===== src/rtl/evq_pkg.sv =====
`timescale 1ns/1ps
package evq_pkg;
  localparam int ADDR_W = 2;

  typedef enum logic [ADDR_W-1:0] {
    REG_CTRL   = 2'd0,
    REG_DATA   = 2'd1,
    REG_THRESH = 2'd2,
    REG_OVF    = 2'd3
  } evq_reg_e;

  localparam int ST_EMPTY  = 0;
  localparam int ST_AEMPTY = 1;
  localparam int ST_AFULL  = 2;
  localparam int ST_FULL   = 3;
  localparam int ST_PFULL  = 4;
  localparam int ST_W      = 5;
endpackage


===== src/rtl/evq_store.sv =====
`timescale 1ns/1ps
module evq_store #(
  parameter int DATA_W = 32,
  parameter int DEPTH  = 16,
  parameter int CNT_W  = 5,
  parameter int PTR_W  = 4
) (
  input  logic              clk,
  input  logic              rst_n,
  input  logic              clear,
  input  logic              push,
  input  logic [DATA_W-1:0] push_data,
  input  logic              pop,
  output logic [DATA_W-1:0] head_word,
  output logic [CNT_W-1:0]  fill,
  output logic              ovf
);
  localparam logic [CNT_W-1:0] FULL_CNT = CNT_W'(DEPTH);
  localparam logic [PTR_W-1:0] LAST_PTR = PTR_W'(DEPTH - 1);

  logic [DATA_W-1:0] mem [DEPTH];
  logic [PTR_W-1:0]  wr_q, wr_d, rd_q, rd_d;
  logic [CNT_W-1:0]  fill_q, fill_d;
  logic              ovf_q, ovf_d;
  logic              take_push, take_pop, mem_we;

  function automatic logic [PTR_W-1:0] ptr_inc(input logic [PTR_W-1:0] p);
    return (p == LAST_PTR) ? '0 : p + PTR_W'(1);
  endfunction

  always_comb begin
    take_push = push && (fill_q != FULL_CNT);
    take_pop  = pop && (fill_q != '0);
    mem_we    = take_push && !clear;
    if (clear) begin
      wr_d   = '0;
      rd_d   = '0;
      fill_d = '0;
      ovf_d  = 1'b0;
    end else begin
      wr_d   = take_push ? ptr_inc(wr_q) : wr_q;
      rd_d   = take_pop  ? ptr_inc(rd_q) : rd_q;
      fill_d = fill_q + CNT_W'(take_push) - CNT_W'(take_pop);
      ovf_d  = ovf_q | (push && !take_push);
    end
  end

  always_ff @(posedge clk or negedge rst_n) begin
    if (!rst_n) begin
      wr_q   <= '0;
      rd_q   <= '0;
      fill_q <= '0;
      ovf_q  <= 1'b0;
    end else begin
      wr_q   <= wr_d;
      rd_q   <= rd_d;
      fill_q <= fill_d;
      ovf_q  <= ovf_d;
    end
  end

  always_ff @(posedge clk) begin
    if (mem_we) begin
      mem[wr_q] <= push_data;
    end
  end

  assign head_word = mem[rd_q];
  assign fill      = fill_q;
  assign ovf       = ovf_q;
endmodule


===== src/rtl/evq_flags.sv =====
`timescale 1ns/1ps
module evq_flags
  import evq_pkg::*;
#(
  parameter int DATA_W = 32,
  parameter int DEPTH  = 16,
  parameter int CNT_W  = 5
) (
  input  logic [CNT_W-1:0]  fill,
  input  logic [DATA_W-1:0] thresh,
  output logic [ST_W-1:0]   status
);
  localparam logic [CNT_W-1:0] FULL_CNT  = CNT_W'(DEPTH);
  localparam logic [CNT_W-1:0] AFULL_CNT = CNT_W'(DEPTH - 1);
  localparam logic [CNT_W-1:0] ONE_CNT   = CNT_W'(1);

  logic [DATA_W-1:0] fill_wide;

  always_comb begin
    fill_wide         = DATA_W'(fill);
    status            = '0;
    status[ST_EMPTY]  = (fill == '0);
    status[ST_AEMPTY] = (fill <= ONE_CNT);
    status[ST_AFULL]  = (fill >= AFULL_CNT);
    status[ST_FULL]   = (fill == FULL_CNT);
    status[ST_PFULL]  = (fill_wide >= thresh);
  end
endmodule


===== src/rtl/evq_bus.sv =====
`timescale 1ns/1ps
module evq_bus
  import evq_pkg::*;
#(
  parameter int DATA_W = 32,
  parameter int DEPTH  = 16,
  parameter int CNT_W  = 5
) (
  input  logic              clk,
  input  logic              rst_n,
  input  logic              bus_req,
  input  logic              bus_we,
  input  logic [ADDR_W-1:0] bus_addr,
  input  logic [DATA_W-1:0] bus_wdata,
  input  logic [ST_W-1:0]   status,
  input  logic [DATA_W-1:0] head_word,
  input  logic [CNT_W-1:0]  fill,
  input  logic              ovf,
  output logic              bus_ack,
  output logic [DATA_W-1:0] bus_rdata,
  output logic              clear,
  output logic              pop,
  output logic [DATA_W-1:0] thresh
);
  localparam logic [DATA_W-1:0] THRESH_RST = DATA_W'(DEPTH - 4);

  evq_reg_e          sel;
  logic              rd_req, wr_req, thr_we;
  logic              ack_q;
  logic [DATA_W-1:0] rdata_q, rdata_d, thresh_q;

  always_comb begin
    sel     = evq_reg_e'(bus_addr);
    rd_req  = bus_req && !bus_we;
    wr_req  = bus_req && bus_we;
    clear   = wr_req && (sel == REG_CTRL);
    thr_we  = wr_req && (sel == REG_THRESH);
    pop     = rd_req && (sel == REG_DATA) && (fill != '0);
    rdata_d = '0;
    if (rd_req) begin
      case (sel)
        REG_CTRL:   rdata_d = DATA_W'(status);
        REG_DATA:   rdata_d = (fill != '0) ? head_word : '0;
        REG_THRESH: rdata_d = thresh_q;
        REG_OVF:    rdata_d = DATA_W'(ovf);
        default:    rdata_d = '0;
      endcase
    end
  end

  always_ff @(posedge clk or negedge rst_n) begin
    if (!rst_n) begin
      ack_q   <= 1'b0;
      rdata_q <= '0;
    end else begin
      ack_q   <= bus_req;
      rdata_q <= rdata_d;
    end
  end

  always_ff @(posedge clk or negedge rst_n) begin
    if (!rst_n) begin
      thresh_q <= THRESH_RST;
    end else if (thr_we) begin
      thresh_q <= bus_wdata;
    end
  end

  assign bus_ack   = ack_q;
  assign bus_rdata = rdata_q;
  assign thresh    = thresh_q;
endmodule


===== src/rtl/event_queue_slave.sv =====
`timescale 1ns/1ps
module event_queue_slave
  import evq_pkg::*;
#(
  parameter int DATA_W = 32,
  parameter int DEPTH  = 16
) (
  input  logic              clk,
  input  logic              rst_n,
  input  logic              bus_req,
  input  logic              bus_we,
  input  logic [1:0]        bus_addr,
  input  logic [DATA_W-1:0] bus_wdata,
  output logic              bus_ack,
  output logic [DATA_W-1:0] bus_rdata,
  input  logic              push_valid,
  input  logic [DATA_W-1:0] push_data
);
  localparam int CNT_W = $clog2(DEPTH + 1);
  localparam int PTR_W = (DEPTH > 1) ? $clog2(DEPTH) : 1;

  logic [1:0]        rst_pipe;
  logic              core_rst_n;
  logic              clear, pop, ovf_flag;
  logic [CNT_W-1:0]  fill_cnt;
  logic [DATA_W-1:0] head_word, thresh;
  logic [ST_W-1:0]   status;

  always_ff @(posedge clk or negedge rst_n) begin
    if (!rst_n) begin
      rst_pipe <= 2'b00;
    end else begin
      rst_pipe <= {rst_pipe[0], 1'b1};
    end
  end
  assign core_rst_n = rst_pipe[1];

  evq_store #(
    .DATA_W(DATA_W), .DEPTH(DEPTH), .CNT_W(CNT_W), .PTR_W(PTR_W)
  ) i_store (
    .clk       (clk),
    .rst_n     (core_rst_n),
    .clear     (clear),
    .push      (push_valid),
    .push_data (push_data),
    .pop       (pop),
    .head_word (head_word),
    .fill      (fill_cnt),
    .ovf       (ovf_flag)
  );

  evq_flags #(
    .DATA_W(DATA_W), .DEPTH(DEPTH), .CNT_W(CNT_W)
  ) i_flags (
    .fill   (fill_cnt),
    .thresh (thresh),
    .status (status)
  );

  evq_bus #(
    .DATA_W(DATA_W), .DEPTH(DEPTH), .CNT_W(CNT_W)
  ) i_bus (
    .clk       (clk),
    .rst_n     (core_rst_n),
    .bus_req   (bus_req),
    .bus_we    (bus_we),
    .bus_addr  (bus_addr),
    .bus_wdata (bus_wdata),
    .status    (status),
    .head_word (head_word),
    .fill      (fill_cnt),
    .ovf       (ovf_flag),
    .bus_ack   (bus_ack),
    .bus_rdata (bus_rdata),
    .clear     (clear),
    .pop       (pop),
    .thresh    (thresh)
  );
endmodule


===== config.mk =====
export PLATFORM = sky130hd
export DESIGN_NAME = event_queue_slave
export DESIGN_NICKNAME = d
export VERILOG_FILES = /design/src/rtl/evq_pkg.sv /design/src/rtl/evq_store.sv /design/src/rtl/evq_flags.sv /design/src/rtl/evq_bus.sv /design/src/rtl/event_queue_slave.sv
export SDC_FILE = /design/constraint.sdc
export NUM_CORES = 1
export LEC_CHECK = 0
export ABC_AREA = 1
export BUFFER_PORTS_ARGS = -buffer_cell sky130_fd_sc_hd__buf_2
export CORE_MARGIN = 4
export CORE_UTILIZATION = 62
export DETAILED_ROUTE_END_ITERATION = 16
export PLACE_DENSITY = 0.8
export SYNTH_ARGS = -nofsm -noshare
export SYNTH_HDL_FRONTEND = slang
export SYNTH_HIERARCHICAL = 1
export SYNTH_SLANG_ARGS = --single-unit

===== constraint.sdc =====
create_clock -name clk -period 3.27 [get_ports clk]
set_input_delay 0.327 -clock clk [delete_from_list [all_inputs] [get_ports clk]]
set_output_delay 0.327 -clock clk [all_outputs]
set_load 0.01 [all_outputs]

==> impl_metrics.ini <==
[final_layout]
fill_cells = 2934
final-instance-count-excl-fill = 3517
drive_above_1_share = 0.132
seqCellArea_mm2 = 0.0174
multiInputGateArea_mm2 = 0.00670
diodes = 0
syn2layout_area_growth_pct = 12.9
layout.nets = 2972

[sta]
final_max_slew_viol_count = 0
skew_ps = 15.2
finalSetupTns_ps = 0
fmax_mhz = 332
tightestPinTransition_ps = 1030
hold_violations = 0
fin_crit_sh = 0.921
finalCriticalPeriod_ps = 3010
relSlewSlack = 0.315
final-setup-viol-count = 0
rsz0062_at_grt = no

[yosys]
syn_area_per_cell_um2 = 9.78
netlist_instances = 2759
yosysUniqueCellTypes = 35
yosysWarnings = 6
synth_flop_cell = edfxtp_1
synth-edff-count = 512
async_reset_ff_frac = 0.137
synth.ff_latch_count = 593
ys_seq_area_frac = 0.645
synth_nets = 2847
synthesis.area_mm2 = 0.0270

[routing]
wl_per_cell_um = 17.9
firstDrtPassIters = 6
vias_per_cell = 5.33
vias = 18700
wl_um = 63100
antenna_left = 0
post-route-drc-count = 0
first_iter_violations = 2115

[setup_path]
cp.required_ps = 3600
cp-start-kind = flip-flop
cp.arrival_ps = 3340
reg2reg_depth = 8
r2r_start = i_store/fill[3]$_DFF_PN0_
rrSetupSlack_ps = 260
critPathKind = flip-flop to flip-flop
end_kind = flip-flop
critPathMaxFanout = 15
r2r-end = i_store/mem[8][1]$_DFFE_PP_

[power_and_ir_drop]
leakage_nw = 13.9
p_per_area_mw_per_mm2 = 727
p_int_mw = 14.7
combPwrFrac = 0.279
power.share.clock = 0.300
p_sw_mw = 7.45
ir_worst_vdd_v = 0.000505
switching_share = 0.336
seqPwrFrac = 0.420

[clocking]
path_clk_slew_ps = 60
clock_path_buffers = 3
htreeDepth = 2
cts_tree = done
cts_setup_buffers = 0
clk_latency_ps = 620
cts_resized = 0
cts-root-buf = clkbuf_16
cts_buffers = 58
numClockSinks = 593

[global_routing]
grt_usage = 0.269
overflow = 0
grt_first_pass_wirelength_um = 99700
grt_pass1_vias = 19100
antenna_found_initial = 0
grt_max_degree = 132

[die]
core_area_mm2 = 0.0431
fp.dieW_um = 217
rows = 76
ioPinCount = 104
die_h_um = 217
start_util = 0.627
die-area_mm2 = 0.0469

[hold_path]
whs_path_depth = 4
min_path_type = input port to flip-flop
min_from = bus_we
min_to = i_bus/bus_rdata[31]$_DFF_PN0_

[placed_design]
dpl.hpwl_um = 37800
portBuffers = 103
gp_congestion = 0.896
place_inst = 3374

[run_status]
status = completed

[run]
drv_cap = 0
## registers in the layout (all words and copies together), names as in the netlist
| signal | cells |
|---|---|
| i_bus/bus_ack | 1 |
| i_bus/bus_rdata | 32 |
| i_bus/thresh | 32 |
| i_store/fill | 5 |
| i_store/mem | 512 |
| i_store/ovf | 1 |
| i_store/rd_q | 4 |
| i_store/wr_q | 4 |
| rst_pipe | 2 |
## metrics by stage
step	setup WS (ps)	instance area, µm²	util	power, mW	hold slack (ps)
floorplan	186	27000	-	13.8	31.4
global placement	442	28200	0.655	15.2	112
detailed placement	318	28200	0.655	15.5	114
CTS	310	30500	0.707	22.2	67.4
global route	68.9	30500	0.707	23.3	105
finish	258	30500	0.707	22.1	107
## placed cells by master (no fill, tap or decap), types with 11 or more instances in the layout
cell type and n:
nand2_1 889, inv_1 596, edfxtp_1 512, nand3_1 339
buf_2 103, dfrtp_1 76, clkbuf_16 59, dlygate4sd3_1 35
nor2_1 33, o21ai_2 32, nor2_2 30, a21oi_2 30
buf_4 30, nand2_2 28, buf_12 18, nor2_4 17
clkinv_1 16, ha_1 16, clkinv_2 11
## power groups by stage
stage               logic, mW  clock network (mW)  registers, mW
detailed placement       6.00                   0           9.45
CTS                      6.12                6.73           9.30
finish                   6.19                6.65           9.31
global route             6.89                7.07           9.37
global placement         5.83                   0           9.42
floorplan                4.43                   0           9.36
## critical path, cell delays in order, from the launching register on
cell and delay (ps):
dfrtp_1 450, inv_1 90, ha_1 200, nand4_1 170
nand2_1 120, nor2_1 450, nand2_1 410, nor2_4 580
buf_4 250
## synth_stat cells (14+ instances only)
library cell	count	area, µm²
nand2_2	28	175
a21oi_2	30	263
nor2_1	50	188
nand3_1	339	1700
o21ai_2	32	280
inv_1	596	2240
buf_6	22	248
buf_2	71	355
nor2_2	30	188
nand2_1	889	3340
dfrtp_1	79	1980
edfxtp_1	512	15400
buf_4	14	105
ha_1	16	200
## routing by layer
metal	GRT usage	wire length, µm	part of all wire
met1	0.365	24700	0.39
met2	0.450	30200	0.48
met3	0.0432	6410	0.10
met4	0.0911	1820	0.029
met5	0	0	0
## cells by family after synthesis
family	Yosys count	share of synthesized area
buf+inv	721	0.112
compound gates	74	0.0225
xor+xnor	3	0.000974
flops	593	0.645
other cells	1	0.000139
fa+ha+maj	17	0.00816
simple gates	1350	0.212
## how the worst max path moves through the flow
stage	startpoint	end	slack, ps
2_1_floorplan	i_store/fill[2]$_DFF_PN0_	i_store/mem[0][0]$_DFFE_PP_	190
3_5_place_dp	i_store/fill[3]$_DFF_PN0_	i_store/mem[8][30]$_DFFE_PP_	320
5_1_grt	i_store/fill[3]$_DFF_PN0_	i_store/mem[8][28]$_DFFE_PP_	70
3_3_place_gp	i_store/fill[2]$_DFF_PN0_	i_store/mem[8][28]$_DFFE_PP_	440
6_report	i_store/fill[3]$_DFF_PN0_	i_store/mem[8][1]$_DFFE_PP_	260
4_1_cts	i_store/fill[3]$_DFF_PN0_	i_store/mem[8][1]$_DFFE_PP_	310
## repair_timing
action	in CTS	in global routing
setup endpoints to repair	0	0
hold endpoints to repair	35	0
hold buffers	35	0
## final cells by class
type / count / share of cell area
clock buffers: 68 / 0.0499
repair buffers: 186 / 0.0476
clock inverters: 40 / 0.0127
flip-flops and latches: 593 / 0.572
inverters: 600 / 0.0743
well taps: 585 / 0.0240
multi-input cells: 1445 / 0.220
Note: power is estimated with default switching activity, not from simulation.
